--- src/rtl/audio_xfer_pkg.sv ---
package audio_xfer_pkg;
  typedef enum logic [1:0] {ST_IDLE, ST_RUN, ST_DRAIN} xfer_state_e;

  localparam int unsigned NUM_DIR = 2;
  localparam int unsigned DIR_RX  = 0;
  localparam int unsigned DIR_TX  = 1;
  localparam int unsigned NUM_EV  = 3;
  localparam int unsigned EV_STOP = 2;
  localparam int unsigned REG_W   = 32;

  localparam logic [3:0] OFS_START  = 4'h0;
  localparam logic [3:0] OFS_STOP   = 4'h1;
  localparam logic [3:0] OFS_EV_RX  = 4'h2;
  localparam logic [3:0] OFS_EV_TX  = 4'h3;
  localparam logic [3:0] OFS_EV_STP = 4'h4;
  localparam logic [3:0] OFS_IE_SET = 4'h5;
  localparam logic [3:0] OFS_IE_CLR = 4'h6;
  localparam logic [3:0] OFS_RX_PTR = 4'h7;
  localparam logic [3:0] OFS_TX_PTR = 4'h8;
  localparam logic [3:0] OFS_COUNT  = 4'h9;
  localparam logic [3:0] OFS_DIR_EN = 4'hA;
endpackage

--- src/rtl/xfer_addr_seq.sv ---
module xfer_addr_seq #(
  parameter int unsigned AW = 16,
  parameter int unsigned CW = 16
) (
  input  logic          clk_i,
  input  logic          rst_ni,
  input  logic          start_i,
  input  logic          adv_i,
  input  logic [AW-1:0] ptr_i,
  input  logic [CW-1:0] cnt_i,
  output logic [AW-1:0] addr_o,
  output logic          upd_o
);
  logic [AW-1:0] addr_q;
  logic [CW-1:0] left_q;
  logic [CW-1:0] cnt_eff;
  logic          last;

  assign cnt_eff = (cnt_i == '0) ? CW'(1) : cnt_i;
  assign last    = (left_q == CW'(1));
  // shadow copy at start and on buffer exhaustion
  assign upd_o   = start_i | (adv_i & last);
  assign addr_o  = addr_q;

  always_ff @(posedge clk_i or negedge rst_ni) begin
    if (!rst_ni) begin
      addr_q <= '0;
      left_q <= '0;
    end else if (upd_o) begin
      addr_q <= ptr_i;
      left_q <= cnt_eff;
    end else if (adv_i) begin
      addr_q <= addr_q + AW'(1);
      left_q <= left_q - CW'(1);
    end
  end
endmodule

--- src/rtl/xfer_ctrl_regs.sv ---
module xfer_ctrl_regs
  import audio_xfer_pkg::*;
#(
  parameter int unsigned AW = 16,
  parameter int unsigned CW = 16
) (
  input  logic               clk_i,
  input  logic               rst_ni,
  input  logic               wr_i,
  input  logic [3:0]         addr_i,
  input  logic [REG_W-1:0]   wdata_i,
  output logic [REG_W-1:0]   rdata_o,
  input  logic [NUM_EV-1:0]  ev_set_i,
  output logic               start_o,
  output logic               stop_o,
  output logic [AW-1:0]      rx_ptr_o,
  output logic [AW-1:0]      tx_ptr_o,
  output logic [CW-1:0]      cnt_o,
  output logic [NUM_DIR-1:0] dir_en_o,
  output logic               irq_o
);
  logic [NUM_EV-1:0]  ev_q, ie_q, ev_clr;
  logic [AW-1:0]      rx_ptr_q, tx_ptr_q;
  logic [CW-1:0]      cnt_q;
  logic [NUM_DIR-1:0] dir_en_q;

  assign start_o = wr_i && addr_i == OFS_START && wdata_i[0];
  assign stop_o  = wr_i && addr_i == OFS_STOP && wdata_i[0];

  always_comb begin
    for (int e = 0; e < NUM_EV; e++)
      ev_clr[e] = wr_i && (addr_i == OFS_EV_RX + 4'(e)) && (wdata_i == '0);
  end

  always_ff @(posedge clk_i or negedge rst_ni) begin
    if (!rst_ni) begin
      ev_q     <= '0;
      ie_q     <= '0;
      rx_ptr_q <= '0;
      tx_ptr_q <= '0;
      cnt_q    <= '0;
      dir_en_q <= '0;
    end else begin
      ev_q <= (ev_q & ~ev_clr) | ev_set_i;
      if (wr_i) begin
        case (addr_i)
          OFS_IE_SET: ie_q     <= ie_q | wdata_i[NUM_EV-1:0];
          OFS_IE_CLR: ie_q     <= ie_q & ~wdata_i[NUM_EV-1:0];
          OFS_RX_PTR: rx_ptr_q <= wdata_i[AW-1:0];
          OFS_TX_PTR: tx_ptr_q <= wdata_i[AW-1:0];
          OFS_COUNT:  cnt_q    <= wdata_i[CW-1:0];
          OFS_DIR_EN: dir_en_q <= wdata_i[NUM_DIR-1:0];
          default: ;
        endcase
      end
    end
  end

  always_comb begin
    case (addr_i)
      OFS_EV_RX:  rdata_o = REG_W'(ev_q[0]);
      OFS_EV_TX:  rdata_o = REG_W'(ev_q[1]);
      OFS_EV_STP: rdata_o = REG_W'(ev_q[EV_STOP]);
      OFS_IE_SET,
      OFS_IE_CLR: rdata_o = REG_W'(ie_q);
      OFS_RX_PTR: rdata_o = REG_W'(rx_ptr_q);
      OFS_TX_PTR: rdata_o = REG_W'(tx_ptr_q);
      OFS_COUNT:  rdata_o = REG_W'(cnt_q);
      OFS_DIR_EN: rdata_o = REG_W'(dir_en_q);
      default:    rdata_o = '0;
    endcase
  end

  assign rx_ptr_o = rx_ptr_q;
  assign tx_ptr_o = tx_ptr_q;
  assign cnt_o    = cnt_q;
  assign dir_en_o = dir_en_q;
  assign irq_o    = |(ev_q & ie_q);
endmodule

--- src/rtl/xfer_rx_path.sv ---
module xfer_rx_path #(
  parameter int unsigned AW = 16,
  parameter int unsigned DW = 32
) (
  input  logic          clk_i,
  input  logic          rst_ni,
  input  logic          en_i,
  input  logic          ser_valid_i,
  output logic          ser_ready_o,
  input  logic [DW-1:0] ser_data_i,
  input  logic [AW-1:0] addr_i,
  output logic          mem_req_o,
  output logic [AW-1:0] mem_addr_o,
  output logic [DW-1:0] mem_data_o,
  input  logic          mem_gnt_i,
  output logic          adv_o,
  output logic          busy_o
);
  logic          hold_q;
  logic [DW-1:0] data_q;

  assign ser_ready_o = en_i & ~hold_q;
  assign mem_req_o   = hold_q;
  assign mem_addr_o  = addr_i;
  assign mem_data_o  = data_q;
  assign adv_o       = hold_q & mem_gnt_i;
  assign busy_o      = hold_q;

  always_ff @(posedge clk_i or negedge rst_ni) begin
    if (!rst_ni) begin
      hold_q <= 1'b0;
      data_q <= '0;
    end else if (ser_valid_i && ser_ready_o) begin
      hold_q <= 1'b1;
      data_q <= ser_data_i;
    end else if (adv_o) begin
      hold_q <= 1'b0;
    end
  end
endmodule

--- src/rtl/xfer_tx_path.sv ---
module xfer_tx_path #(
  parameter int unsigned AW = 16,
  parameter int unsigned DW = 32
) (
  input  logic          clk_i,
  input  logic          rst_ni,
  input  logic          en_i,
  input  logic [AW-1:0] addr_i,
  output logic          mem_req_o,
  output logic [AW-1:0] mem_addr_o,
  input  logic          mem_gnt_i,
  input  logic          mem_valid_i,
  input  logic [DW-1:0] mem_data_i,
  output logic          ser_valid_o,
  input  logic          ser_ready_i,
  output logic [DW-1:0] ser_data_o,
  output logic          adv_o,
  output logic          busy_o
);
  logic          req_q, pend_q, full_q;
  logic [DW-1:0] buf_q;

  assign mem_req_o   = req_q;
  assign mem_addr_o  = addr_i;
  assign adv_o       = req_q & mem_gnt_i;
  assign ser_valid_o = full_q;
  assign ser_data_o  = buf_q;
  assign busy_o      = req_q | pend_q | full_q;

  always_ff @(posedge clk_i or negedge rst_ni) begin
    if (!rst_ni) begin
      req_q  <= 1'b0;
      pend_q <= 1'b0;
      full_q <= 1'b0;
      buf_q  <= '0;
    end else begin
      // request stays up once raised, even if the run ends
      if (adv_o) req_q <= 1'b0;
      else if (en_i && !req_q && !pend_q && !full_q) req_q <= 1'b1;
      if (adv_o) pend_q <= 1'b1;
      else if (mem_valid_i) pend_q <= 1'b0;
      if (pend_q && mem_valid_i) begin
        full_q <= 1'b1;
        buf_q  <= mem_data_i;
      end else if (full_q && ser_ready_i) begin
        full_q <= 1'b0;
      end
    end
  end
endmodule

--- src/rtl/audio_xfer_ctrl.sv ---
module audio_xfer_ctrl
  import audio_xfer_pkg::*;
#(
  parameter int unsigned AW = 16,
  parameter int unsigned CW = 16,
  parameter int unsigned DW = 32
) (
  input  logic          clk_i,
  input  logic          rst_ni,
  input  logic          reg_wr_i,
  input  logic [3:0]    reg_addr_i,
  input  logic [31:0]   reg_wdata_i,
  output logic [31:0]   reg_rdata_o,
  output logic          irq_o,
  output logic          mem_wr_req_o,
  output logic [AW-1:0] mem_wr_addr_o,
  output logic [DW-1:0] mem_wr_data_o,
  input  logic          mem_wr_gnt_i,
  output logic          mem_rd_req_o,
  output logic [AW-1:0] mem_rd_addr_o,
  input  logic          mem_rd_gnt_i,
  input  logic          mem_rd_valid_i,
  input  logic [DW-1:0] mem_rd_data_i,
  input  logic          rx_valid_i,
  output logic          rx_ready_o,
  input  logic [DW-1:0] rx_data_i,
  output logic          tx_valid_o,
  input  logic          tx_ready_i,
  output logic [DW-1:0] tx_data_o
);
  xfer_state_e        state_q, state_d;
  logic               reg_start, reg_stop, start_go, stop_done, irq;
  logic [NUM_DIR-1:0] dir_en, run_en_q, seq_start, seq_adv, seq_upd, dir_busy;
  logic [AW-1:0]      rx_ptr, tx_ptr;
  logic [CW-1:0]      word_cnt;
  logic [AW-1:0]      live_ptr [NUM_DIR];
  logic [AW-1:0]      seq_addr [NUM_DIR];
  logic [NUM_EV-1:0]  ev_set;

  xfer_ctrl_regs #(.AW(AW), .CW(CW)) u_regs (
    .clk_i, .rst_ni,
    .wr_i(reg_wr_i), .addr_i(reg_addr_i), .wdata_i(reg_wdata_i),
    .rdata_o(reg_rdata_o), .ev_set_i(ev_set),
    .start_o(reg_start), .stop_o(reg_stop),
    .rx_ptr_o(rx_ptr), .tx_ptr_o(tx_ptr), .cnt_o(word_cnt),
    .dir_en_o(dir_en), .irq_o(irq)
  );
  assign irq_o = irq;

  assign start_go  = reg_start && state_q == ST_IDLE;
  assign stop_done = state_q == ST_DRAIN && dir_busy == '0;

  always_comb begin
    state_d = state_q;
    case (state_q)
      ST_IDLE:  if (reg_start) state_d = ST_RUN;
      ST_RUN:   if (reg_stop) state_d = ST_DRAIN;
      ST_DRAIN: if (stop_done) state_d = ST_IDLE;
      default:  state_d = ST_IDLE;
    endcase
  end

  always_ff @(posedge clk_i or negedge rst_ni) begin
    if (!rst_ni) begin
      state_q  <= ST_IDLE;
      run_en_q <= '0;
    end else begin
      state_q <= state_d;
      if (start_go) run_en_q <= dir_en;
    end
  end

  assign live_ptr[DIR_RX] = rx_ptr;
  assign live_ptr[DIR_TX] = tx_ptr;

  for (genvar d = 0; d < NUM_DIR; d++) begin : g_dir
    assign seq_start[d] = start_go & dir_en[d];
    xfer_addr_seq #(.AW(AW), .CW(CW)) u_seq (
      .clk_i, .rst_ni,
      .start_i(seq_start[d]), .adv_i(seq_adv[d]),
      .ptr_i(live_ptr[d]), .cnt_i(word_cnt),
      .addr_o(seq_addr[d]), .upd_o(seq_upd[d])
    );
  end

  assign ev_set = {stop_done, seq_upd};

  xfer_rx_path #(.AW(AW), .DW(DW)) u_rx (
    .clk_i, .rst_ni,
    .en_i(state_q == ST_RUN && run_en_q[DIR_RX]),
    .ser_valid_i(rx_valid_i), .ser_ready_o(rx_ready_o), .ser_data_i(rx_data_i),
    .addr_i(seq_addr[DIR_RX]),
    .mem_req_o(mem_wr_req_o), .mem_addr_o(mem_wr_addr_o),
    .mem_data_o(mem_wr_data_o), .mem_gnt_i(mem_wr_gnt_i),
    .adv_o(seq_adv[DIR_RX]), .busy_o(dir_busy[DIR_RX])
  );

  xfer_tx_path #(.AW(AW), .DW(DW)) u_tx (
    .clk_i, .rst_ni,
    .en_i(state_q == ST_RUN && run_en_q[DIR_TX]),
    .addr_i(seq_addr[DIR_TX]),
    .mem_req_o(mem_rd_req_o), .mem_addr_o(mem_rd_addr_o),
    .mem_gnt_i(mem_rd_gnt_i), .mem_valid_i(mem_rd_valid_i),
    .mem_data_i(mem_rd_data_i),
    .ser_valid_o(tx_valid_o), .ser_ready_i(tx_ready_i), .ser_data_o(tx_data_o),
    .adv_o(seq_adv[DIR_TX]), .busy_o(dir_busy[DIR_TX])
  );
endmodule

--- config.mk ---
export PLATFORM = sky130hd
export DESIGN_NAME = audio_xfer_ctrl
export DESIGN_NICKNAME = d
export VERILOG_FILES = /design/src/rtl/audio_xfer_pkg.sv /design/src/rtl/xfer_addr_seq.sv /design/src/rtl/xfer_ctrl_regs.sv /design/src/rtl/xfer_rx_path.sv /design/src/rtl/xfer_tx_path.sv /design/src/rtl/audio_xfer_ctrl.sv
export SDC_FILE = /design/constraint.sdc
export NUM_CORES = 1
export LEC_CHECK = 0
export ABC_AREA = 1
export CAP_MARGIN = 20
export CORE_MARGIN = 2
export CORE_UTILIZATION = 50
export DETAILED_ROUTE_END_ITERATION = 8
export PLACE_DENSITY_LB_ADDON = 0.2
export SETUP_SLACK_MARGIN = 0.1
export SLEW_MARGIN = 20
export SYNTH_ARGS = -nofsm -noshare
export SYNTH_HDL_FRONTEND = slang
export SYNTH_HIERARCHICAL = 1
export SYNTH_SLANG_ARGS = --single-unit
--- constraint.sdc ---
create_clock -name clk_i -period 2.3 [get_ports clk_i]
set_input_delay 0.23 -clock clk_i [delete_from_list [all_inputs] [get_ports clk_i]]
set_output_delay 0.23 -clock clk_i [all_outputs]
set_load 0.02 [all_outputs]
* Word-level counts from Yosys, hierarchy flattened
Index checks and enable logic that the tools add are counted.
** Storage, ports and cells
- Register bits :: 192
- Input port bits :: 108
- Output and inout port bits :: 133
- Logic and storage cells :: 124
** Operators by class
- Add/sub/neg operators :: 4
- Eq/ne operators :: 17
- Multiplexer cells :: 23
- Bitwise gates (word level) :: 19
- Reductions and logical operators :: 43
** Operators by type and width (number)
- $mux W16 :: 9
- $pmux W16 S8 :: 1
- $add A16 B1 Y16 const B :: 2
- $eq A16 B1 Y1 const B :: 2
- $logic_not A32 Y1 :: 1
- $sub A16 B1 Y16 const B :: 2
- $logic_and A1 B1 Y1 :: 20
- $eq A4 B3 Y1 const B :: 4
- $logic_not A16 Y1 :: 1
- $reduce_bool A2 Y1 :: 7
- $eq A4 B4 Y1 const B :: 3
- $reduce_and A2 Y1 :: 5
- $and A3 B3 Y3 :: 3
- $eq A4 B2 Y1 const B :: 2
- $mux W1 :: 8
- $and A1 B1 Y1 :: 7
- $mux W2 :: 3
- $ne A2 B2 Y1 const B :: 3
- $not A3 Y3 :: 2
- $or A3 B3 Y3 :: 2
- $pmux W2 S3 :: 1
- $pmux W3 S2 :: 1
- $eq A4 B1 Y1 const B :: 1
- $logic_not A2 Y1 :: 2
- other kinds (9) :: 14

* Depth between registers and ports, before layout
Gate-level depths: netlist of run 1.
- Depth after elaboration :: 7
- Depth in mapped cells :: 12
- Gate-level depth less buffers :: 11

* By module
Netlist of run 1, hierarchy kept.
** Modules (own cells, without submodules)
- xfer_addr_seq :: times used 2, cells each 310, area an instance 2238.4 um2, seq. area each 800.8 um2
- xfer_ctrl_regs :: times used 1, cells each 374, area an instance 2902.8 um2, seq. area each 1401.3 um2
- xfer_tx_path :: times used 1, cells each 171, area an instance 1587.8 um2, seq. area each 875.8 um2
- xfer_rx_path :: times used 1, cells each 167, area an instance 1515.2 um2, seq. area each 825.8 um2
- audio_xfer_ctrl :: times used 1, cells each 29, area an instance 202.7 um2, seq. area each 100.1 um2

* Worst setup path after synthesis of run 1
OpenSTA, ideal clock, no wires.
- Path kind :: input -> register
- From :: in reg_addr_i[1]
- To :: reg g_dir[1].u_seq.addr_q[11]
- Arrival time :: 1.630 ns
- Required time :: 2.172 ns
- Path slack :: 0.542 ns
- Cell stages on the path :: 11
- Buffers on the path :: 1
- Cell sequence :: nor2_1 -> inv_1 -> nor4_1 -> nand3_1 -> inv_1 -> nor2_1 -> inv_1 -> clkbuf_1 -> nor2_1 -> a21oi_1 -> o21ai_0
** Between the ends
- Word-level cells in the longest chain between the ends :: 7
- Elaborated cells between the ends (all ways) :: 8
** Ends and longest elaborated chain
- start, declared :: RTL line audio_xfer_ctrl.sv:11 : input logic [3:0] reg_addr_i,
- $logic_not A4 Y1 (*) :: RTL line xfer_ctrl_regs.sv:27 : assign start_o = wr_i && addr_i == OFS_START && wdata_i[0];
- $logic_and A1 B1 Y1 (*) (2 in a row) :: RTL line xfer_ctrl_regs.sv:27
- via reg_start :: RTL line audio_xfer_ctrl.sv:32 : logic reg_start, reg_stop, start_go, stop_done, irq;
- $logic_and A1 B1 Y1 (*) :: RTL line audio_xfer_ctrl.sv:50 : assign start_go = reg_start && state_q == ST_IDLE;
- $and A1 B1 Y1 (*) :: RTL line audio_xfer_ctrl.sv:77 : assign seq_start[d] = start_go & dir_en[d];
- via seq_start[1] :: RTL line audio_xfer_ctrl.sv:33 : logic [NUM_DIR-1:0] dir_en, run_en_q, seq_start, seq_adv, seq_upd, dir_busy;
- $or A1 B1 Y1 (*) :: RTL line xfer_addr_seq.sv:22 : assign upd_o = start_i | (adv_i & last);
- $mux W16 / $reduce_bool A2 Y1 (equally long branches)
- end signal, assigned :: RTL line xfer_addr_seq.sv:30 : addr_q <= ptr_i;
- end signal, assigned :: RTL line xfer_addr_seq.sv:33 : addr_q <= addr_q + AW'(1);
- end, declared :: RTL line xfer_addr_seq.sv:14 : logic [AW-1:0] addr_q;
The timed path passes the listed nets; every way through them passes the cells marked *.
A chain may end at the register's enable or synchronous reset.

* Final worst setup path of run 1
- From :: in reg_addr_i[1]
- To :: out reg_rdata_o[13]
** Between the ends
- Word-level cells in the longest chain between the ends :: 3
- Elaborated cells between the ends (all ways) :: 11
** Ends and longest elaborated chain
- $eq A4 B3 Y1 :: RTL line xfer_ctrl_regs.sv:60 : case (addr_i)
- $reduce_or A2 Y1 :: RTL line xfer_ctrl_regs.sv:60
- $pmux W16 S8 (*) :: RTL line xfer_ctrl_regs.sv:60
- end, declared :: RTL line audio_xfer_ctrl.sv:13 : output logic [31:0] reg_rdata_o,
Every way passes the cells marked *; elsewhere a longest branch is shown, timed or not.

==> results_dict.tcl, run 1 <==
set metrics [dict create \
    ys_seq_elements 192 \
    start_util_pct 50.8 \
    synth-edff-count 0 \
    gp_congestion 1.01 \
    yosysMostFrequentCell "nand2_1" \
    drv_slew 0 \
    worstSetupStartpoint "reg_addr_i[1]" \
    cap_violations 0 \
    grt_first_pass_wirelength_mm 46.6 \
    htreeDepth 4 \
    endpoint_kind "primary output" \
    synth_area_leaders "dfrtp_1 45%, nand2_1 16%, nor2_1 4.8%" \
    die_w_um 150 \
    core_um2 21000 \
    clock_latency_ns 0.44 \
    post-dp-hpwl_mm 22.1 \
    cts_buffers 17 \
    num_rows 53 \
    dr.pass1.iters 5 \
    antenna_found_initial 0 \
    fin_util_pct 65.2 \
    ant_nets 0 \
    clockRootBuffer "clkbuf_16" \
    clock-sinks 192 \
    ys_types 37 \
    synth_area_um2 10700 \
    synth.avg_cell_area_um2 7.85 \
    async_reset_ff_share_pct 100 \
    reg2reg_depth 7 \
    die-area_um2 22600 \
    cts_buffer_depth 2 \
    synth_common_cells "454 x nand2_1, 192 x dfrtp_1, 138 x nor2_1" \
    area_delta_synth_final_pct 28.3 \
    synth_ff_type "dfrtp_1" \
    yosysSeqAreaShare_pct 45.0 \
    grt_use_total_pct 26.5 \
    yosysWarnings 6 \
    drt_iter0_drc 700 \
    grt_max_degree 60 \
    cellPowerDensity_nw_per_um2 931 \
    drc 0 \
    nets 1690 \
    synth.top_cell.area_share_pct 45.0 \
    fillCellCount 1825 \
    cts_tree "done" \
    ir_worst_vdd_mv 0.521 \
    synth_top_cell_by_area "dfrtp_1" \
    hold_slack_ns 0.307 \
    ioPinCount 241 \
    rr_startpoint "state_q[1]" \
    wl_per_cell_um 16.0 \
    crit_arrival_ns 1.83 \
    setup_viol 0 \
    grt-ovfl-total 0 \
    status "finished, final reports clean" \
    cp_max_fo 13 \
    hold_path_class "primary input to asynchronous set/reset pin" \
    cp-start-kind "primary input" \
    path_class "primary input to primary output" \
    syn_inst 1361 \
    avgViaCountPerCell 5.14 \
    tightest_slew_ns 0.603 \
    fin_crit_ns 2.06 \
    routed_wl_mm 29.7 \
    clkTransAtPathRegs_ns 0.08 \
    layout-drive-gt1-share_pct 11.8 \
    power_leakage_nw 6.69 \
    via_count 9579 \
    maxSlewHeadroom_pct 59.5 \
    n_antenna_cell 0 \
    critPathRequiredTime_ns 2.07 \
    fin_worst_skew_ns 0.00994 \
    fmax_ghz 0.484 \
    rsz0062_at_grt "no" \
    period_share_pct 89.7 \
    die_h_um 150 \
    hold_viol 0 \
    grt_pass1_vias 8985 \
    io_buffers 224 \
]
through the flow:
stage               cells  cell area (um2)  setup TNS, ns  power, W  worst slack [ns]
detailed placement   1831            13100         -11.98   0.00977            -0.299
finish               1864            13700              0    0.0128             0.236
global route         1864            13700              0    0.0136             0.114
global placement     1831            13100         -14.85   0.00966            -0.288
CTS                  1864            13700              0    0.0128             0.157
floorplan            1376            10700              0   0.00806             0.542
final timing paths:
check / endpoint / slack, ns
worst min-delay path: u_rx/mem_data_o[10] / 0.31
worst min register to register: u_tx/ser_data_o[26] / 0.47
min in group clk_i: u_tx/ser_data_o[21] / 0.35
worst max-delay path: reg_rdata_o[13] / 0.24
worst max register to register: u_rx/mem_data_o[20] / 0.47
max in group asynchronous: u_regs/cnt_o[7] / 1.25
cell families (layout without fill, tap and decap cells):
family                   Yosys count  count (layout)  synth area share (%)
AND/OR/NAND/NOR                  791             791                  32.1
buffers and inverters            206             419                  11.1
flip-flops                       192             192                  45.0
AO/OA/AOI/OAI                    119             119                  7.25
XOR/XNOR                          46              46                  3.77
adder cells (fa/ha/maj)            6               6                 0.703
other                              1              16                0.0351
flip-flops by register name (all words and copies together) (netlist names), named ones only:
signal and count:
u_rx/mem_data_o 32, u_tx/pend_q 1, u_tx/ser_data_o 32, state_q 2, u_regs/rx_ptr_o 16, u_rx/busy_o 1
u_regs/cnt_o 16, u_regs/ev_q 3, u_tx/ser_valid_o 1, run_en_q 2, g_dir.u_seq/addr_o 32, u_regs/tx_ptr_o 16
u_regs/dir_en_o 2, u_tx/mem_req_o 1, g_dir.u_seq/left_q 32
timing repair:
action	in CTS	in global routing
setup buffers	0	0
setup endpoints to repair	17	13
gates resized for setup	17	4
endpoints found under the hold margin	48	0
hold buffers	1	0
final cells by class:
cell class	count	area, um2	area share (%)
Sequential cell	192	4800	35.1
Multi-Input combinational cell	978	4760	34.7
Tap cell	275	344	2.51
Timing Repair Buffer	283	2800	20.4
Inverter	104	397	2.89
Clock buffer	18	439	3.20
Clock inverter	14	170	1.24
worst max-delay path, stage by stage:
cell             delay [ns]
clkdlybuf4s50_1        0.54
nand2_1                0.16
nor2_4                 0.19
buf_12                 0.15
nand2_1                0.06
nand3_1                0.15
dlygate4sd2_1          0.36
placed cells by master (no fill, tap or decap), drive strengths merged, types with 3 or more instances in the layout:
cell | netlist | final
nor2 | 157 | 157
clkbuf | 6 | 19
buf | 96 | 58
clkinv | 2 | 8
xnor2 | 14 | 14
xor2 | 32 | 32
inv | 102 | 109
o211ai | 14 | 14
a21boi | 4 | 4
or2 | 3 | 3
o21ai | 76 | 76
conb | 1 | 16
nor3 | 9 | 9
nand2 | 481 | 481
clkdlybuf4s50 | 0 | 206
nand4 | 40 | 40
nand3 | 99 | 99
a21oi | 14 | 14
dfrtp | 192 | 192
dlygate4sd2 | 0 | 16
a22oi | 10 | 10
ha | 6 | 6
metal layers:
metal	wire, um	GRT usage (%)
met1	13000	35.7
met2	13400	41.8
met3	2150	4.76
met4	1230	11.7
met5	0	0
power by group:
group	internal (W)	leakage [nW]	switching, W
clock network	0.00159	0.302	0.00145
logic	0.00202	3.92	0.00239
registers	0.00427	2.46	0.00104
(Power assumes the default switching activity.)
==> inputs of run 2 (changes only) <==
--- a/config.mk
+++ b/config.mk
@@ -6,7 +6,7 @@
 export NUM_CORES = 1
 export LEC_CHECK = 0
 export ABC_AREA = 1
-export CAP_MARGIN = 20
+export CORE_ASPECT_RATIO = 0.6
 export CORE_MARGIN = 2
 export CORE_UTILIZATION = 50
 export DETAILED_ROUTE_END_ITERATION = 8
==> run 2 against run 1 <==
Effect of this change: critical path depth rose by 2; total power rose by 0.96%; utilization is 0.47 points lower; worst setup slack got worse by 0.029 ns; worst hold slack improved by 0.035 ns; non-clock buffer count decreased by 14; final cell count is 0.54% lower; first-iteration DRC count is 15% higher; sequential cell count unchanged; fmax down 1.4%; die area increased by 0.17%; sequential share of layout area grew 0.32 points; largest power group unchanged.
==> results_dict.tcl, run 2 (same netlist as run 1, synthesis figures left out) <==
set metrics [dict create \
    status "finished, final reports clean" \
    reg2reg_slack_ns 0.45 \
    hold_path_class "primary input to register" \
    crit_family "buffers and inverters" \
    ioPinCount 241 \
    via_count 9605 \
    drc 0 \
    clockRootBuffer "clkbuf_16" \
    cap_violations 0 \
    reg2reg_depth 7 \
    clock_latency_ns 0.44 \
    drv_slew 0 \
    crit_slowest_cell "clkdlybuf4s50_1" \
    ant_nets 0 \
    critPathRequiredTime_ns 2.07 \
    cp-start-kind "primary input" \
    cellPowerDensity_nw_per_um2 949 \
    core_um2 21000 \
    wl_per_cell_um 16.4 \
    p_total_w 0.0129 \
    grt_pass1_vias 9153 \
    setup_viol 0 \
    cts_setup_buffers 0 \
    cts_buffer_depth 2 \
    routed_wl_mm 30.5 \
    antenna_found_initial 0 \
    whs_endpoint "u_tx/ser_data_o[9]" \
    path_class "primary input to primary output" \
    path_cells "clkdlybuf4s50_1 -> inv_1 -> nor2_1 -> nand2_1 -> clkinv_2 -> buf_12 -> nand2_1 -> nand3_1 -> clkdlybuf4s15_1" \
    crit_arrival_ns 1.86 \
    tightest_slew_ns 0.678 \
    post-dp-hpwl_mm 22.8 \
    rr_endpoint "u_rx/mem_data_o[13]" \
    endpoint_kind "primary output" \
    grt-ovfl-total 0 \
    worstHoldStart "mem_rd_data_i[9]" \
    gp_congestion 0.948 \
    cts_buffers 17 \
    rr_startpoint "state_q[1]" \
    layout-drive-gt1-share_pct 11.4 \
    cts_tree "done" \
    grt_max_degree 66 \
    rsz0062_at_grt "no" \
    num_rows 41 \
    dr.pass1.iters 5 \
    grt_first_pass_wirelength_mm 48.4 \
    io_buffers 224 \
    clock-sinks 192 \
    hold_depth 3 \
    cp_max_fo 15 \
    htreeDepth 4 \
    fmax_ghz 0.478 \
    timing.critical_path.mode_cell "nand2_1" \
    area_delta_synth_final_pct 27.1 \
    clkTransAtPathRegs_ns 0.07 \
    die-area_um2 22600 \
    hold_slack_ns 0.342 \
    drt_iter0_drc 806 \
    crit_buf_inv 5 \
    avgViaCountPerCell 5.18 \
    nets 1676 \
    die_w_um 193 \
    power_leakage_nw 6.59 \
    fin_worst_skew_ns 0.0109 \
    start_util_pct 50.9 \
    grt_use_total_pct 27.8 \
    most-common-layout-cells "454 x nand2_1, 206 x clkdlybuf4s50_1, 192 x dfrtp_1, 136 x nor2_1, 97 x inv_1" \
    ir_worst_vdd_mv 0.531 \
    hold_viol 0 \
    maxSlewHeadroom_pct 54.7 \
    critPathMaxStageDelay_ns 0.55 \
    fin_crit_ns 2.09 \
    layout_commonest_cell "nand2_1" \
    fin_util_pct 64.7 \
    die_h_um 117 \
    period_share_pct 91.0 \
    n_antenna_cell 0 \
]
## run 2: cell type report
class                           count  area [um2]
Clock buffer                       23         488
Multi-Input combinational cell    978        4760
Clock inverter                      9         121
Timing Repair Buffer              269        2670
Tap cell                          279         349
Inverter                          104         397
Sequential cell                   192        4800
Fill cell                        1797        7400
## run 2: metal layers
metal	track usage, %	wire [um]	vias up
met4	7.43	463	0
met2	38.8	12900	347
li1	-	-	4655
met5	0	0	-
met1	43.2	14800	4566
met3	6.11	2310	37
## run 2: worst max path at each step
stage          depth (start not counted)  slack (ns)           from                         to
4_1_cts                                8        0.18  reg_addr_i[2]             reg_rdata_o[1]
2_1_floorplan                         11        0.54  reg_addr_i[1]  g_dir[1].u_seq/addr_o[11]
3_5_place_dp                          13       -0.17  reg_addr_i[1]   g_dir[0].u_seq/addr_o[7]
6_report                               9        0.21  reg_addr_i[0]             reg_rdata_o[4]
5_1_grt                                9        0.10  reg_addr_i[3]             reg_rdata_o[8]
3_3_place_gp                          13       -0.07  reg_addr_i[1]   g_dir[0].u_seq/addr_o[8]
## run 2: what timing repair did
action / in CTS / in global routing
pin swaps: 0 / 0
hold endpoints to repair: 60 / 0
gates resized for setup: 17 / 19
endpoints found under the setup margin: 17 / 21
hold buffers: 1 / 0
## run 2: report_power, final
part / switching [W] / internal, W
logic: 0.00249 / 0.00201
registers: 0.00102 / 0.00427
clock network: 0.00135 / 0.00174
## run 2: worst min-delay path, delay by kind of cell
family	cells	cell delay (ns)
buffers and inverters	1	0.39
AND/OR/NAND/NOR	2	0.12
## run 2: per-stage QoR
step | instances | TNS (ns) | area [um2] | worst slack [ns]
after global routing | 1854 | 0 | 13600 | 0.103
after global placement | 1821 | -2.14 | 13000 | -0.0741
after CTS | 1854 | 0 | 13600 | 0.184
after floorplan | 1376 | 0 | 10700 | 0.542
final | 1854 | 0 | 13600 | 0.206
after detailed placement | 1821 | -5.59 | 13000 | -0.171
==> inputs of run 3 (changes only) <==
--- a/config.mk
+++ b/config.mk
@@ -12,8 +12,10 @@
 export DETAILED_ROUTE_END_ITERATION = 8
 export PLACE_DENSITY_LB_ADDON = 0.2
 export SETUP_SLACK_MARGIN = 0.1
+export SKIP_CTS_REPAIR_TIMING = 1
 export SLEW_MARGIN = 20
 export SYNTH_ARGS = -nofsm -noshare
 export SYNTH_HDL_FRONTEND = slang
 export SYNTH_HIERARCHICAL = 1
 export SYNTH_SLANG_ARGS = --single-unit
+export TNS_END_PERCENT = 1
==> run 3 against run 2 <==
Effect of this change: final area up 0.65%; worst setup slack better by 0.062 ns; clock power about the same; utilization up 0.42 points; worst hold slack better by 0.0023 ns; critical path type unchanged; critical endpoint is now reg_rdata_o[1]; highest routed layer unchanged.
==> results_dict.tcl, run 3 (same netlist as run 1, synthesis figures left out) <==
set metrics [dict create \
    path_cells "clkdlybuf4s50_1 -> inv_2 -> nor2_2 -> nand2_1 -> inv_4 -> nand2_1 -> nand3_1 -> nand3b_1 -> dlymetal6s2s_1" \
    routed_wl_mm 30.4 \
    critPathRequiredTime_ns 2.07 \
    area_delta_synth_final_pct 28.0 \
    layout_commonest_cell "nand2_1" \
    grt-ovfl-total 0 \
    core_um2 21000 \
    dp_slack_ns -0.171 \
    clockRootBuffer "clkbuf_16" \
    num_rows 41 \
    fin_crit_ns 2.03 \
    fmax_ghz 0.492 \
    ant_nets 0 \
    cts_buffers 17 \
    reg2reg_slack_ns 0.44 \
    clkTransAtPathRegs_ns 0.07 \
    drv_slew 0 \
    setup_viol 0 \
    crit_arrival_ns 1.80 \
    status "finished, final reports clean" \
    io_buffers 224 \
    antenna_found_initial 0 \
    cp-start-kind "primary input" \
    seqCellArea_um2 4800 \
    tightest_slew_ns 0.669 \
    avgViaCountPerCell 5.22 \
    wl_per_cell_um 16.4 \
    ioPinCount 241 \
    hold_viol 0 \
    cp_max_fo 12 \
    htreeDepth 4 \
    hold_depth 3 \
    fin_worst_skew_ns 0.0103 \
    setup_tns_ns 0 \
    die-area_um2 22600 \
    rr_startpoint "state_q[1]" \
    drc 0 \
    cts_buffer_depth 2 \
    rsz0062_at_grt "no" \
    fillCellCount 1784 \
    grt_pass1_vias 9151 \
    multi_input_area_um2 4760 \
    hold_path_class "primary input to register" \
    whs_endpoint "u_tx/ser_data_o[9]" \
    clock_latency_ns 0.44 \
    via_count 9672 \
    cap_violations 0 \
    reg2reg_depth 7 \
    timing.critical_path.mode_cell "nand2_1" \
    fin_util_pct 65.2 \
    period_share_pct 88.3 \
    start_util_pct 50.9 \
    cellPowerDensity_nw_per_um2 943 \
    gp_congestion 0.948 \
    maxSlewHeadroom_pct 55.2 \
    post-dp-hpwl_mm 22.8 \
    dr.pass1.iters 5 \
    layout-drive-gt1-share_pct 11.0 \
    drt_iter0_drc 787 \
    die_w_um 193 \
    cts_tree "done" \
    grt_first_pass_wirelength_mm 48.4 \
    most-common-layout-cells "454 x nand2_1, 206 x clkdlybuf4s50_1, 192 x dfrtp_1, 135 x nor2_1, 97 x inv_1" \
    endpoint_kind "primary output" \
    grt_max_degree 66 \
    grt_use_total_pct 27.9 \
    rr_endpoint "u_rx/mem_data_o[24]" \
    clock-sinks 192 \
    power_leakage_nw 6.84 \
    die_h_um 117 \
    worstHoldStart "mem_rd_data_i[9]" \
    critPathMaxStageDelay_ns 0.58 \
    path_class "primary input to primary output" \
    ir_worst_vdd_mv 0.531 \
    crit_slowest_cell "clkdlybuf4s50_1" \
    setup_slack_ns 0.269 \
    nets 1676 \
    n_antenna_cell 0 \
]
## run 3: changes by cell type in the layout (fill, tap and decap cells not counted), sizes merged
cell,previous run,this run
dlymetal6s2s,0,17
clkdlybuf4s15,1,0
dlygate4sd2,9,0
clkinv,4,3
inv,105,106
clkbuf,31,24
## run 3: cell type report
| class | instances | share of cell area [%] |
|---|---|---|
| Multi-Input combinational cell | 978 | 34.8 |
| Timing Repair Buffer | 269 | 20.1 |
| Tap cell | 279 | 2.55 |
| Clock buffer | 23 | 3.57 |
| Sequential cell | 192 | 35.1 |
| Inverter | 104 | 2.88 |
| Clock inverter | 9 | 0.888 |
## run 3: power breakdown
group / leakage [nW] / switching (W) / total [W] / internal (W)
combinational: 4.08 / 0.00249 / 0.00450 / 0.00202
clock: 0.293 / 0.00135 / 0.00309 / 0.00174
sequential: 2.46 / 0.00102 / 0.00529 / 0.00427
## run 3: worst max path at each step
stage / to / start / cells after the start
floorplan: g_dir[1].u_seq/addr_o[11] / reg_addr_i[1] / 11
global placement: g_dir[0].u_seq/addr_o[8] / reg_addr_i[1] / 13
detailed placement: g_dir[0].u_seq/addr_o[7] / reg_addr_i[1] / 13
CTS: reg_rdata_o[1] / reg_addr_i[3] / 9
global route: g_dir[0].u_seq/addr_o[10] / reg_addr_i[1] / 13
finish: reg_rdata_o[1] / reg_addr_i[3] / 9
## run 3: critical path: cells and delay by family
| family | cells | cell delay (ns) |
|---|---|---|
| simple gates | 5 | 0.53 |
| buf+inv | 4 | 1.05 |
## run 3: metrics by stage
step	instance area [um2]	hold slack, ns	power (W)	instances
2_1_floorplan	10700	-0.0656	0.00806	1376
3_3_place_gp	13000	0.263	0.00968	1821
3_5_place_dp	13000	0.269	0.00979	1821
4_1_cts	13600	-0.199	0.0129	1853
5_1_grt	13700	0.357	0.0137	1854
6_report	13700	0.344	0.0129	1854
## run 3: routing by layer
layer  routed length [um]  global-route usage [%]
met1                14700                    43.2
met2                12900                    38.8
met3                 2340                    6.17
met4                  515                    7.43
met5                    0                       0
